==> config.mk <==
export PLATFORM = sky130hd
export DESIGN_NAME = ptp_time_counter
export DESIGN_NICKNAME = d
export VERILOG_FILES = /design/src/rtl/ptp_tc_pkg.sv /design/src/rtl/ptp_tc_datapath.sv /design/src/rtl/ptp_tc_control.sv /design/src/rtl/ptp_time_counter.sv
export SDC_FILE = /design/constraint.sdc
export NUM_CORES = 1
export LEC_CHECK = 0
export ABC_CLOCK_PERIOD_IN_PS = 2510
export BUFFER_PORTS_ARGS = -buffer_cell sky130_fd_sc_hd__buf_4
export CORE_AREA = 5 5 166 168
export CTS_CLUSTER_SIZE = 8
export DETAILED_ROUTE_END_ITERATION = 7
export DIE_AREA = 0 0 171 173
export HOLD_SLACK_MARGIN = 0.03
export PLACE_DENSITY_LB_ADDON = 0.25
export SETUP_SLACK_MARGIN = 0.1
export SYNTH_ARGS = -nofsm -noshare
export SYNTH_HDL_FRONTEND = slang
export SYNTH_SLANG_ARGS = --single-unit
==> constraint.sdc <==
create_clock -name clk -period 2.51 [get_ports clk]
set_clock_uncertainty 0.15 [all_clocks]
set_input_delay 0.502 -clock clk [delete_from_list [all_inputs] [get_ports clk]]
set_output_delay 0.502 -clock clk [all_outputs]
set_load 0.01 [all_outputs]
==> src/rtl/ptp_tc_pkg.sv <==
package ptp_tc_pkg;

  localparam int unsigned REG_ADDR_W = 3;

  typedef enum logic [REG_ADDR_W-1:0] {
    ADDR_CTRL    = 3'd0,
    ADDR_ADDEND  = 3'd1,
    ADDR_TIME_LO = 3'd2,
    ADDR_TIME_HI = 3'd3,
    ADDR_LIMIT   = 3'd4
  } regAddr_e;

  localparam int unsigned CTRL_SOFT_RST = 0;
  localparam int unsigned CTRL_LIM_WEN  = 1;
  localparam int unsigned CTRL_W        = 2;

  // strobes from the register control to the time datapath
  typedef struct packed {
    logic clearAll;
    logic loadTime;
  } dpStrobe_t;

endpackage

==> src/rtl/ptp_tc_datapath.sv <==
module ptp_tc_datapath
  import ptp_tc_pkg::*;
#(
  parameter int unsigned WORD_W = 32,
  localparam int unsigned TIME_W = 2 * WORD_W
) (
  input  logic              clk,
  input  logic              rstN,
  input  dpStrobe_t         strobe,
  input  logic [TIME_W-1:0] loadValue,
  input  logic [WORD_W-1:0] addend,
  input  logic [WORD_W-1:0] lowLimit,
  output logic [WORD_W-1:0] timeLo,
  output logic [WORD_W-1:0] timeHi
);

  logic [WORD_W-1:0] phase;
  logic [WORD_W:0]   phaseSum;
  logic              tick;
  logic              lowWrap;

  assign phaseSum = {1'b0, phase} + {1'b0, addend};
  assign tick     = phaseSum[WORD_W];
  assign lowWrap  = (timeLo >= lowLimit);

  always_ff @(posedge clk or negedge rstN) begin
    if (!rstN) begin
      phase  <= '0;
      timeLo <= '0;
      timeHi <= '0;
    end else if (strobe.clearAll) begin
      phase  <= '0;
      timeLo <= '0;
      timeHi <= '0;
    end else if (strobe.loadTime) begin
      phase  <= '0;
      timeLo <= loadValue[WORD_W-1:0];
      timeHi <= loadValue[TIME_W-1:WORD_W];
    end else begin
      phase <= phaseSum[WORD_W-1:0];
      if (tick) begin
        if (lowWrap) begin
          timeLo <= '0;
          timeHi <= timeHi + 1'b1;
        end else begin
          timeLo <= timeLo + 1'b1;
        end
      end
    end
  end

endmodule

==> src/rtl/ptp_tc_control.sv <==
module ptp_tc_control
  import ptp_tc_pkg::*;
#(
  parameter int unsigned      WORD_W         = 32,
  parameter logic [WORD_W-1:0] NOMINAL_ADDEND = 32'hA000_0000,
  parameter logic [WORD_W-1:0] LIMIT_RESET    = '1,
  localparam int unsigned     TIME_W         = 2 * WORD_W
) (
  input  logic                  clk,
  input  logic                  rstN,
  input  logic                  wrEn,
  input  logic                  rdEn,
  input  logic [REG_ADDR_W-1:0] addr,
  input  logic [WORD_W-1:0]     wrData,
  input  logic [WORD_W-1:0]     timeLo,
  input  logic [WORD_W-1:0]     timeHi,
  output dpStrobe_t             strobe,
  output logic [TIME_W-1:0]     loadValue,
  output logic [WORD_W-1:0]     addendVal,
  output logic [WORD_W-1:0]     limitVal,
  output logic [WORD_W-1:0]     rdData
);

  logic [CTRL_W-1:0] ctrlReg;
  logic [WORD_W-1:0] stageLo;
  logic [WORD_W-1:0] shadowHi;
  logic              softRst;
  logic              limWrOpen;
  regAddr_e          regSel;

  assign softRst   = ctrlReg[CTRL_SOFT_RST];
  assign limWrOpen = ctrlReg[CTRL_LIM_WEN];
  assign regSel    = regAddr_e'(addr);

  assign strobe.clearAll = softRst;
  assign strobe.loadTime = wrEn && (regSel == ADDR_TIME_HI) && !softRst;
  assign loadValue       = {wrData, stageLo};

  always_ff @(posedge clk or negedge rstN) begin
    if (!rstN) begin
      ctrlReg   <= '0;
      addendVal <= NOMINAL_ADDEND;
      limitVal  <= LIMIT_RESET;
      stageLo   <= '0;
    end else begin
      if (wrEn) begin
        case (regSel)
          ADDR_CTRL:    ctrlReg <= wrData[CTRL_W-1:0];
          ADDR_ADDEND:  if (!softRst) addendVal <= wrData;
          ADDR_TIME_LO: if (!softRst) stageLo <= wrData;
          ADDR_LIMIT:   if (limWrOpen) limitVal <= wrData;
          default: ;
        endcase
      end
      if (softRst) addendVal <= NOMINAL_ADDEND;
    end
  end

  always_ff @(posedge clk or negedge rstN) begin
    if (!rstN) begin
      rdData   <= '0;
      shadowHi <= '0;
    end else if (rdEn) begin
      case (regSel)
        ADDR_CTRL:    rdData <= {{(WORD_W-CTRL_W){1'b0}}, ctrlReg};
        ADDR_ADDEND:  rdData <= addendVal;
        ADDR_TIME_LO: begin
          rdData   <= timeLo;
          shadowHi <= timeHi;
        end
        ADDR_TIME_HI: rdData <= shadowHi;
        ADDR_LIMIT:   rdData <= limitVal;
        default:      rdData <= '0;
      endcase
    end
  end

endmodule

==> src/rtl/ptp_time_counter.sv <==
module ptp_time_counter
  import ptp_tc_pkg::*;
#(
  parameter int unsigned      WORD_W         = 32,
  parameter logic [WORD_W-1:0] NOMINAL_ADDEND = 32'hA000_0000,
  parameter logic [WORD_W-1:0] LIMIT_RESET    = '1
) (
  input  logic                  clk,
  input  logic                  rstN,
  input  logic                  wrEn,
  input  logic                  rdEn,
  input  logic [REG_ADDR_W-1:0] addr,
  input  logic [WORD_W-1:0]     wrData,
  output logic [WORD_W-1:0]     rdData
);

  localparam int unsigned TIME_W = 2 * WORD_W;

  dpStrobe_t         dpStrobe;
  logic [TIME_W-1:0] loadValue;
  logic [WORD_W-1:0] addendVal;
  logic [WORD_W-1:0] limitVal;
  logic [WORD_W-1:0] timeLo;
  logic [WORD_W-1:0] timeHi;

  ptp_tc_control #(
    .WORD_W         (WORD_W),
    .NOMINAL_ADDEND (NOMINAL_ADDEND),
    .LIMIT_RESET    (LIMIT_RESET)
  ) u_ctrl (
    .clk       (clk),
    .rstN      (rstN),
    .wrEn      (wrEn),
    .rdEn      (rdEn),
    .addr      (addr),
    .wrData    (wrData),
    .timeLo    (timeLo),
    .timeHi    (timeHi),
    .strobe    (dpStrobe),
    .loadValue (loadValue),
    .addendVal (addendVal),
    .limitVal  (limitVal),
    .rdData    (rdData)
  );

  ptp_tc_datapath #(
    .WORD_W (WORD_W)
  ) u_dp (
    .clk       (clk),
    .rstN      (rstN),
    .strobe    (dpStrobe),
    .loadValue (loadValue),
    .addend    (addendVal),
    .lowLimit  (limitVal),
    .timeLo    (timeLo),
    .timeHi    (timeHi)
  );

endmodule

* Word level (Yosys, flattened, before mapping) *
Cells that the tools add are included.
W data, S select, Z words.

cells by class
  $lt $le $gt $ge = 1
  reductions and logical operators = 14
  equality and inequality tests = 4
  multiplexer cells = 14
  add/sub/neg operators = 3
  bitwise logic cells = 1

operators by type and width
  operator                 number
  $mux W32                 13
  $pmux W32 S5             1
  $add A32 B1 Y32 const B  2
  $add A32 B32 Y33         1
  $ge A32 B32 Y1           1
  $reduce_and A2 Y1        4
  $eq A3 B2 Y1 const B     2
  $reduce_and A3 Y1        2
  $reduce_bool A3 Y1       2
  $reduce_bool A2 Y1       2
  $eq A3 B1 Y1 const B     1
  $eq A3 B3 Y1 const B     1
  $logic_not A3 Y1         1
  $logic_and A1 B1 Y1      2
  $logic_not A1 Y1         1
  $not A1 Y1               1

word-level totals
  bits in registers = 258
  word-level logic and storage cells = 46
  output and inout port bits = 32
  bits of input ports = 39

* Depth between registers and ports, before layout *
Gate-level depths: netlist (run 1).

  word-level depth = 5
  mapped depth = 11
  depth with buffers taken out = 10

* Modules after synthesis *
Synthesis (run 1) repeated with hierarchy kept, for this count alone.

unflattened totals
  cell total of the unflattened synthesis = 1,443
  area total of the unflattened synthesis = 15,016.9 sq um

modules (own cells, without submodules)
  module           cells an instance  seq. area each (sq um)  area each (sq um)  times used
  ptp_tc_control   579                4,096.4                 7,639.8            1
  ptp_tc_datapath  864                2,402.3                 7,377.1            1

* Worst setup path before layout (run 1) *
No wires, ideal clock.

  path kind = register to register
  start point = reg u_ctrl.addendVal[22]
  end point = reg u_dp.timeHi[10]
  setup time = 127 ps
  cell stages (with the launch flop) = 12
  data required time = 2,233 ps
  period minus slack after synthesis = 2,770 ps
  arrival time = 2,493 ps
  buffers on the path = 2
  setup slack = -260 ps
  cells stage by stage = dfrtp_1 ha_1 clkbuf_1 and3_1 a221o_1 nor4b_1 o21ai_1 o22ai_2 nor2_4 nand2_1 buf_4 o22ai_1

between the ends
  cells in the longest elaborated chain, start to end = 3

ends and longest elaborated chain
  element                              line                   RTL
  start: declaration                   ptp_tc_control.sv:19   output logic [WORD_W-1:0] addendVal,
  start signal: assignment             ptp_tc_control.sv:49   ADDR_ADDEND: if (!softRst) addendVal <= wrData;
  $add A32 B32 Y33                     ptp_tc_datapath.sv:22  assign phaseSum = {1'b0, phase} + {1'b0, addend};
  $reduce_bool A3 Y1 (no source line)  -
  $reduce_and A2 Y1 (no source line)   -
  end signal: assignment               ptp_tc_datapath.sv:38  timeHi <= loadValue[TIME_W-1:WORD_W];
  end signal: assignment               ptp_tc_datapath.sv:44  timeHi <= timeHi + 1'b1;
  end: declaration                     ptp_tc_datapath.sv:14  output logic [WORD_W-1:0] timeHi

Every way passes these cells.
A chain may end at the register's enable or synchronous reset.

* Worst setup path in the final report (run 1) *
  start point = reg u_ctrl.limitVal[25]
  end point = reg u_dp.timeLo[2]

between the ends
  cells in the longest elaborated chain, start to end = 5

ends and longest elaborated chain
  element                   line                   RTL
  start: declaration        ptp_tc_control.sv:20   output logic [WORD_W-1:0] limitVal,
  start signal: assignment  ptp_tc_control.sv:51   ADDR_LIMIT: if (limWrOpen) limitVal <= wrData;
  $ge A32 B32 Y1            ptp_tc_datapath.sv:24  assign lowWrap = (timeLo >= lowLimit);
  $mux W32                  ptp_tc_datapath.sv:42  if (lowWrap) begin
  $mux W32                  ptp_tc_datapath.sv:41  if (tick) begin
  $mux W32                  ptp_tc_datapath.sv:35  end else if (strobe.loadTime) begin
  $mux W32                  ptp_tc_datapath.sv:31  end else if (strobe.clearAll) begin
  end signal: assignment    ptp_tc_datapath.sv:37  timeLo <= loadValue[WORD_W-1:0];
  end signal: assignment    ptp_tc_datapath.sv:46  timeLo <= timeLo + 1'b1;
  end: declaration          ptp_tc_datapath.sv:13  output logic [WORD_W-1:0] timeLo,

Every way passes these cells. The select of a mux whose other input is x is not followed.

==> results.md, run 1 <==
- Outcome: complete, but fails checks
- Failing checks: setup timing
- Setup ws final: -412 ps
- Die W: 171 um
- Crit share post-route: 116%
- Max frequency: roughly 340 MHz
- Worst vdd ir: 613 uV
- Final Max Tran Viols: 0
- FF+latch area: 6500 sq um
- Clk pwr share: 29.9%
- Crit path DAT: 3170 ps
- Seq/Total Area, Yosys: 45.8%
- Switching share of total power: between 30% and 40%
- Via count: 13300
- Critical path's slowest cell: dfstp_2
- Area grow syn2layout: 33.9%
- Clk root buf: clkbuf_16
- DIE AREA: 29600 sq um
- RSZ-0062 raised after global routing: yes
- Psw: 5410 uW
- TritonCTS clock tree: built
- Crit path cell chain: inv_2 > ha_4 > nand4_1 > nor4_4 > nand2_1 > buf_6 > o211a_4 > o21ai_4 > buf_12 > buf_6 > o21ai_2 > a22o_1
- CP Capture Type: flop
- Crit-path max FO: 5
- Clk Latency, worst-skew pair: 520 ps
- Post-DRT Antenna Nets: 0
- Core ar.: 25800 sq um
- Synth Register Bits: 258
- N_diodes: 0
- Largest area contributor in the netlist: dfrtp_1
- Largest family of logic cells by synthesized area: compound AO/OA/AOI/OAI gates
- Part of the power in registers: between 30 and 40%
- Area of the mapped netlist: 14200 sq um
- YS warnings: 0
- Pwr/cell area: 843 nW/um^2
- Combinational cell fraction of total power: around 33%
- R2R setup slack: -410 ps
- Total leakage power: 0.00853 uW
- Fillers: 1804
- Leading cell types by count after synthesis: 224 x dfrtp_1, 117 x nand2_1, 101 x inv_1, 85 x nor2_1, 82 x a21oi_1
- Most frequent cell after synthesis: dfrtp_1
- Unique masters post-synth: 79
- Multi-input logic area: 7740 sq um
- Post-synthesis compound-gate area fraction: 23.2%
- # nets final: roughly 1800
- Min Tclk post-route: 2920 ps
- Mapped Cells: 1456
- Share of layout cells above drive strength 1: roughly a third
- Measured slew at the worst slew-check pin: 634 ps
- Peak per-stage delay on the critical path: 530 ps
- # IOs: 71
- Final std cells w/o fill: 2104
- First-pass GRT wire length: 73900 um
- Initial DRC count: 1260
- Chip height: between 150 and 200 um
- Top FF cell, synth: dfrtp_1
- Pre-antenna DRT Iters: 5
- Placed instance area: 16900 sq um
- Int Pwr: 10600 uW
- Crit path max-delay family: simple AND/OR/NAND/NOR gates
- Initial Util: a little under three fifths
- Slew headroom: 57.8%
- Clock Tree Buf Depth: 3
- FFs w/ async S/R, synth: between 90% and 100%
- CTS sink count: 258
- Data required, critical path: 2760 ps
- Post-Synth Adder-Cell Area: 5.97%
- Top cell type's share of synthesized area: 39.5%
- Post-synth EDFFs: 0
- Total clock buffers created by CTS: 38
- Startpoint Class: flop
- Drt via density: between 6 and 7
- Gr usage total: 31.3%
- Avg Inst Size Synth: 9.74 sq um
- Congestion Overflow GR: 0
- HP Class: in2reg
- Simple-gate portion of the synthesized area: 12.5%
- Hold Vio Cnt, Final: 0
- Wirelength per Cell: around 23 um
- Worst-path clk slew: approximately 50 ps
- Routed WL: roughly 48000 um
- Worst path bufs/invs: 4
- Place WS: -451 ps
- Residual DRC: 0
- Count of endpoints failing setup in the final report: 79
- Syn Nets: 1562
- CTS H-tree lvls: 2
- CP dominant cell by count: buf_6
- Mux share of post-synthesis cell area: 5.40%
- Max-cap viol count: 0
- Hpwl dp: between 30000 and 40000 um
- Area share of xor/xnor cells in the synthesized design: 1.73%
- Initial antenna violation count: 0
- GP Congestion: just over 1
- Top post-synthesis cells by area: dfrtp_1 40%, dfstp_2 6.3%, ha_1 5.8%, mux2_2 4.8%, a22o_1 4.6%
- Placed cell count: 2011
- Port Buffers: 70
- Largest net degree at the start of global routing: approximately 70
- Placement Rows: 59
- Critical path class: reg2reg
- Vias in the first global route: 13600
- Total power draw: 16000 uW
- Fin area: approximately 19000 sq um
cells in the final DEF, fill, tap and decap left out, types with 7 or more instances in the layout:
master     instances
ha_4              22
a21oi_2           28
clkbuf_16         40
clkbuf_1          26
nor3_1            22
nand4_1           19
inv_1             92
ha_1              42
o21ai_2           13
nand2_1          114
inv_2              9
nor2_1            83
a221oi_1          30
xor2_1            11
dfstp_2           34
nand3_1           35
xnor2_1           15
a21oi_1           50
a22o_1            75
and3_1            13
buf_4            298
dfrtp_1          224
o31ai_1            9
a21o_1            25
buf_6             21
o21ai_1           34
a22oi_1           12
mux2_1             7
or3_1              9
o31a_1            12
nor2b_1            7
o21ai_0           48
buf_12            14
mux2_2            61
and2_1             8
o22ai_1           59
what timing repair did:
item                                    CTS  global route
hold endpoints to repair                 52             0
pin swaps                                55            49
gates cloned                              1             2
hold buffers                              1             0
setup buffers                            18            10
resized for setup                        80            67
endpoints found under the setup margin   79            83
per-stage QoR:
| step | hold WS (ps) | util, % | setup TNS (ps) |
|---|---|---|---|
| after floorplan | 56.4 | - | -6140 |
| after global placement | 321 | 65.5 | -19520 |
| after detailed placement | 335 | 65.5 | -24230 |
| after CTS | 72.3 | 72.1 | -20640 |
| after global routing | 96.8 | 73.7 | -32690 |
| final | 84.3 | 73.7 | -24000 |
flip-flops by register name, summed over array words and instances, names as in the netlist:
register,flops
u_ctrl.addendVal,32
u_ctrl.limitVal,32
u_ctrl.rdData,32
u_ctrl.shadowHi,32
u_ctrl.stageLo,32
u_dp.phase,32
u_dp.timeHi,32
u_dp.timeLo,32
u_ctrl.ctrlReg,2
cell families after synthesis:
family | count (synthesis)
and+or+nand+nor | 363
buffers and inverters | 193
muxes | 68
adders and majority gates | 67
xor gates and xnor gates | 28
DFF | 258
AOI/OAI and AO/OA | 479
routing by layer:
metal / part of all wire, % / up-vias / global-route usage [%] / wire (um)
met5: 0 / - / 0 / 0
met4: 3.4 / 0 / 10.9 / 1640
met3: 9.7 / 130 / 8.38 / 4650
met2: 47 / 634 / 49.1 / 22300
met1: 40 / 6613 / 42.2 / 19400
li1: - / 5935 / - / -
worst register-to-register path: stages (launching register included):
cell and delay, ps:
dfstp_2 530, inv_2 50, ha_4 260, nand4_1 250, nor4_4 370, nand2_1 150, buf_6 140, o211a_4 270
o21ai_4 120, buf_12 160, buf_6 90, o21ai_2 40, a22o_1 220
worst paths after layout:
kind | startpoint | to | depth (start not counted)
worst max-delay path | u_ctrl.limitVal[25] | u_dp.timeLo[2] | 12
worst min-delay path | wrData[31] | u_ctrl.limitVal[31] | 3
worst max register to register | u_ctrl.limitVal[25] | u_dp.timeLo[2] | 12
worst min register to register | u_ctrl.shadowHi[23] | u_ctrl.shadowHi[23] | 1
max in group asynchronous | rstN | u_ctrl.addendVal[29] | 3
min in group asynchronous | rstN | u_ctrl.rdData[8] | 2
power groups by stage:
| stage | logic, uW | registers, uW | clock network (uW) |
|---|---|---|---|
| final | 5250 | 5960 | 4780 |
| after global routing | 5660 | 6060 | 4970 |
| after CTS | 4830 | 5910 | 4800 |
| after detailed placement | 4410 | 5940 | 0 |
| after global placement | 4270 | 5890 | 0 |
| after floorplan | 2520 | 5850 | 0 |
layout make-up:
class	count	area share [%]
Multi-Input combinational cell	1005	40.8
Sequential cell	258	34.2
Clock buffer	65	5.66
Tap cell	335	2.21
Timing Repair Buffer	338	15.0
Inverter	101	2.00
Clock inverter	2	0.0857
(Power assumes the default switching activity.)
==> run 2, diff against run 1 <==
==> constraint.sdc (replaced) <==
create_clock -name clk -period 2.51 [get_ports clk]
set_clock_uncertainty 0.15 [all_clocks]
set_input_delay 0.1255 -clock clk [delete_from_list [all_inputs] [get_ports clk]]
set_output_delay 0.1255 -clock clk [all_outputs]
set_load 0.01 [all_outputs]
==> results.md, run 2 (same netlist as run 1, synthesis figures left out) <==
- Hpwl dp: 32400 um (was 32500 um)
- Total leakage power: 0.00892 uW (was 0.00853 uW)
- Int Pwr: 10800 uW (was 10600 uW)
- Placement Rows: 59 (unchanged)
- Final Max Tran Viols: 0 (unchanged)
- GP Congestion: 0.921 (was 1.03)
- Worst vdd ir: 634 uV (was 613 uV)
- Fillers: 1554 (was 1804)
- Outcome: complete, but fails checks (unchanged)
- Post-DRT Antenna Nets: 0 (unchanged)
- Pwr/cell area: 824 nW/um^2 (was 843 nW/um^2)
- Vias in the first global route: 13900 (was 13600)
- Chip height: 173 um (unchanged)
- Total clock buffers created by CTS: 38 (unchanged)
- Top layer in use: met5 (was met4)
- Measured slew at the worst slew-check pin: 641 ps (was 634 ps)
- Area grow syn2layout: 40.6% (was 33.9%)
- Congestion Overflow GR: 0 (unchanged)
- # nets final: 1901 (was 1848)
- Setup ws final: -360 ps (was -412 ps)
- # IOs: 71 (unchanged)
- Gr usage total: 33.4% (was 31.3%)
- Hold Vio Cnt, Final: 0 (unchanged)
- Count of endpoints failing setup in the final report: 77 (was 79)
- DIE AREA: 29600 sq um (unchanged)
- RSZ-0062 raised after global routing: yes (unchanged)
- Pre-antenna DRT Iters: 8 (was 5)
- Crit path cell chain: ha_4 > fa_2 > a21oi_2 > o211ai_1 > o2111ai_4 > a211oi_4 > buf_4 > o22ai_4 > nor2_4 > buf_4 > clkbuf_16 > a22o_1 (was inv_2 > ha_4 > nand4_1 > nor4_4 > nand2_1 > buf_6 > o211a_4 > o21ai_4 > buf_12 > buf_6 > o21ai_2 > a22o_1)
- Clk root buf: clkbuf_16 (unchanged)
- Core ar.: 25800 sq um (unchanged)
- Switching share of total power: 34.4% (was 33.9%)
- Crit share post-route: 114% (was 116%)
- Max-cap viol count: 0 (unchanged)
- Setup TNS: -20400 ps (was -24000 ps)
- Combinational cell fraction of total power: 34.7% (was 32.8%)
- Routed WL: 51800 um (was 48000 um)
- Startpoint Class: flop (unchanged)
- Worst-path clk slew: 60 ps (was 50 ps)
- Critical path class: reg2reg (unchanged)
- DRT met1 WL: 20300 um (was 19400 um)
- HP Class: in2async (was in2reg)
- Initial antenna violation count: 1 (was 0)
- Clk Latency, worst-skew pair: 530 ps (was 520 ps)
- Final cell utilization of the core: 77.4% (was 73.7%)
- First-pass GRT wire length: 77900 um (was 73900 um)
- N_diodes: 0 (unchanged)
- Place WS: -397 ps (was -451 ps)
- Total power draw: 16400 uW (was 16000 uW)
- Wirelength per Cell: 24.1 um (was 22.8 um)
- Drt via density: 6.48 (was 6.33)
- CP Capture Type: flop (unchanged)
- CTS sink count: 258 (unchanged)
- Initial DRC count: 1453 (was 1260)
- Clock Tree Buf Depth: 3 (unchanged)
- Die W: 171 um (unchanged)
- Initial Util: 55.0% (unchanged)
- CP dominant cell by count: buf_4 (was buf_6)
- Failing checks: setup timing (unchanged)
- Share of layout cells above drive strength 1: 37.7% (was 34.6%)
- Crit path DAT: 3130 ps (was 3170 ps)
- Slew headroom: 57.3% (was 57.8%)
- Critical path's slowest cell: dfrtp_1 (was dfstp_2)
- Crit-path max FO: 7 (was 5)
- Residual DRC: 0 (unchanged)
- Most common cell after layout, fill and taps aside: buf_4 (unchanged)
- Met2 WL post-DR: 24000 um (was 22300 um)
- Data required, critical path: 2770 ps (was 2760 ps)
- Via count: 13900 (was 13300)
- Met3 routed WL: 5340 um (was 4650 um)
- Clk pwr share: 28.6% (was 29.9%)
- Commonest non-fill, non-tap cells in the layout: 307 x buf_4, 224 x dfrtp_1, 112 x nand2_1 (was 298 x buf_4, 224 x dfrtp_1, 114 x nand2_1)
- Largest net degree at the start of global routing: 85 (was 68)
- Psw: 5650 uW (was 5410 uW)
- TritonCTS clock tree: built (unchanged)
- Port Buffers: 70 (unchanged)
- Min Tclk post-route: 2870 ps (was 2920 ps)
- Part of the power in registers: 36.7% (was 37.3%)
- Peak per-stage delay on the critical path: 410 ps (was 530 ps)
- Max frequency: 348 MHz (was 342 MHz)
- CTS H-tree lvls: 2 (unchanged)
-- run 2: cell count changes in the layout (fill, tap and decap cells not counted), sizes merged --
| cell | previous run | this run |
|---|---|---|
| buf | 336 | 350 |
| clkbuf | 66 | 58 |
| clkinv | 0 | 1 |
| clkinvlp | 1 | 0 |
| dlygate4sd3 | 1 | 38 |
| o21ai | 98 | 99 |
-- run 2: layout make-up --
type / instances / area (sq um) / area share (%)
multi-input cells: 1006 / 8180 / 41.0
flip-flops and latches: 258 / 6500 / 32.6
repair buffers: 390 / 3400 / 17.0
clock buffers: 56 / 1040 / 5.22
well taps: 335 / 419 / 2.10
inverters: 101 / 379 / 1.90
clock inverters: 2 / 17.5 / 0.0879
-- run 2: power groups by stage --
stage	Combinational (uW)	Sequential, uW	Clock [uW]
6_report	5710	6030	4690
3_5_place_dp	4410	5940	0
3_3_place_gp	4290	5890	0
5_1_grt	6070	6110	4910
4_1_cts	5190	5940	4720
2_1_floorplan	2520	5850	0
-- run 2: repair_timing --
item	in CTS	in global routing
hold buffers	38	0
pin swaps	72	53
cloned	6	2
resized for setup	143	82
setup endpoints to repair	82	83
hold endpoints to repair	393	0
buffers inserted	31	10
-- run 2: final timing paths --
path / start / endpoint / slack [ps] / cells past startpoint
setup / recovery: u_dp.phase[0] / u_dp.timeLo[19] / -360 / 12
hold / removal: rstN / u_ctrl.rdData[8] / 20 / 2
setup reg to reg: u_dp.phase[0] / u_dp.timeLo[19] / -360 / 12
hold reg to reg: u_ctrl.shadowHi[6] / u_ctrl.shadowHi[6] / 340 / 1
max in group asynchronous: rstN / u_ctrl.limitVal[29] / 1380 / 3
min in group clk: addr[2] / u_ctrl.ctrlReg[1] / 60 / 4
-- run 2: worst max-delay path, delay by kind of cell, from the launching register on --
kind | cells | cell delay (ps)
fa+ha+maj | 2 | 550
buf+inv | 3 | 480
compound gates | 6 | 1090
simple gates | 1 | 100
flops | 1 | 410
-- run 2: per-layer routing --
metal / global-route usage, % / vias up
li1: - / 6043
met2: 51.1 / 814
met5: 0 / -
met1: 45.6 / 6885
met3: 8.13 / 177
met4: 13.3 / 2
-- run 2: per-stage QoR --
| step | std cells | hold WS (ps) | cell area (sq um) |
|---|---|---|---|
| 5_1_grt | 2148 | 63.7 | 19900 |
| 2_1_floorplan | 1456 | -320 | 14400 |
| 3_3_place_gp | 2008 | -13.7 | 16800 |
| 3_5_place_dp | 2008 | -8.92 | 16800 |
| 6_report | 2148 | 21.0 | 19900 |
| 4_1_cts | 2138 | 30.5 | 19400 |
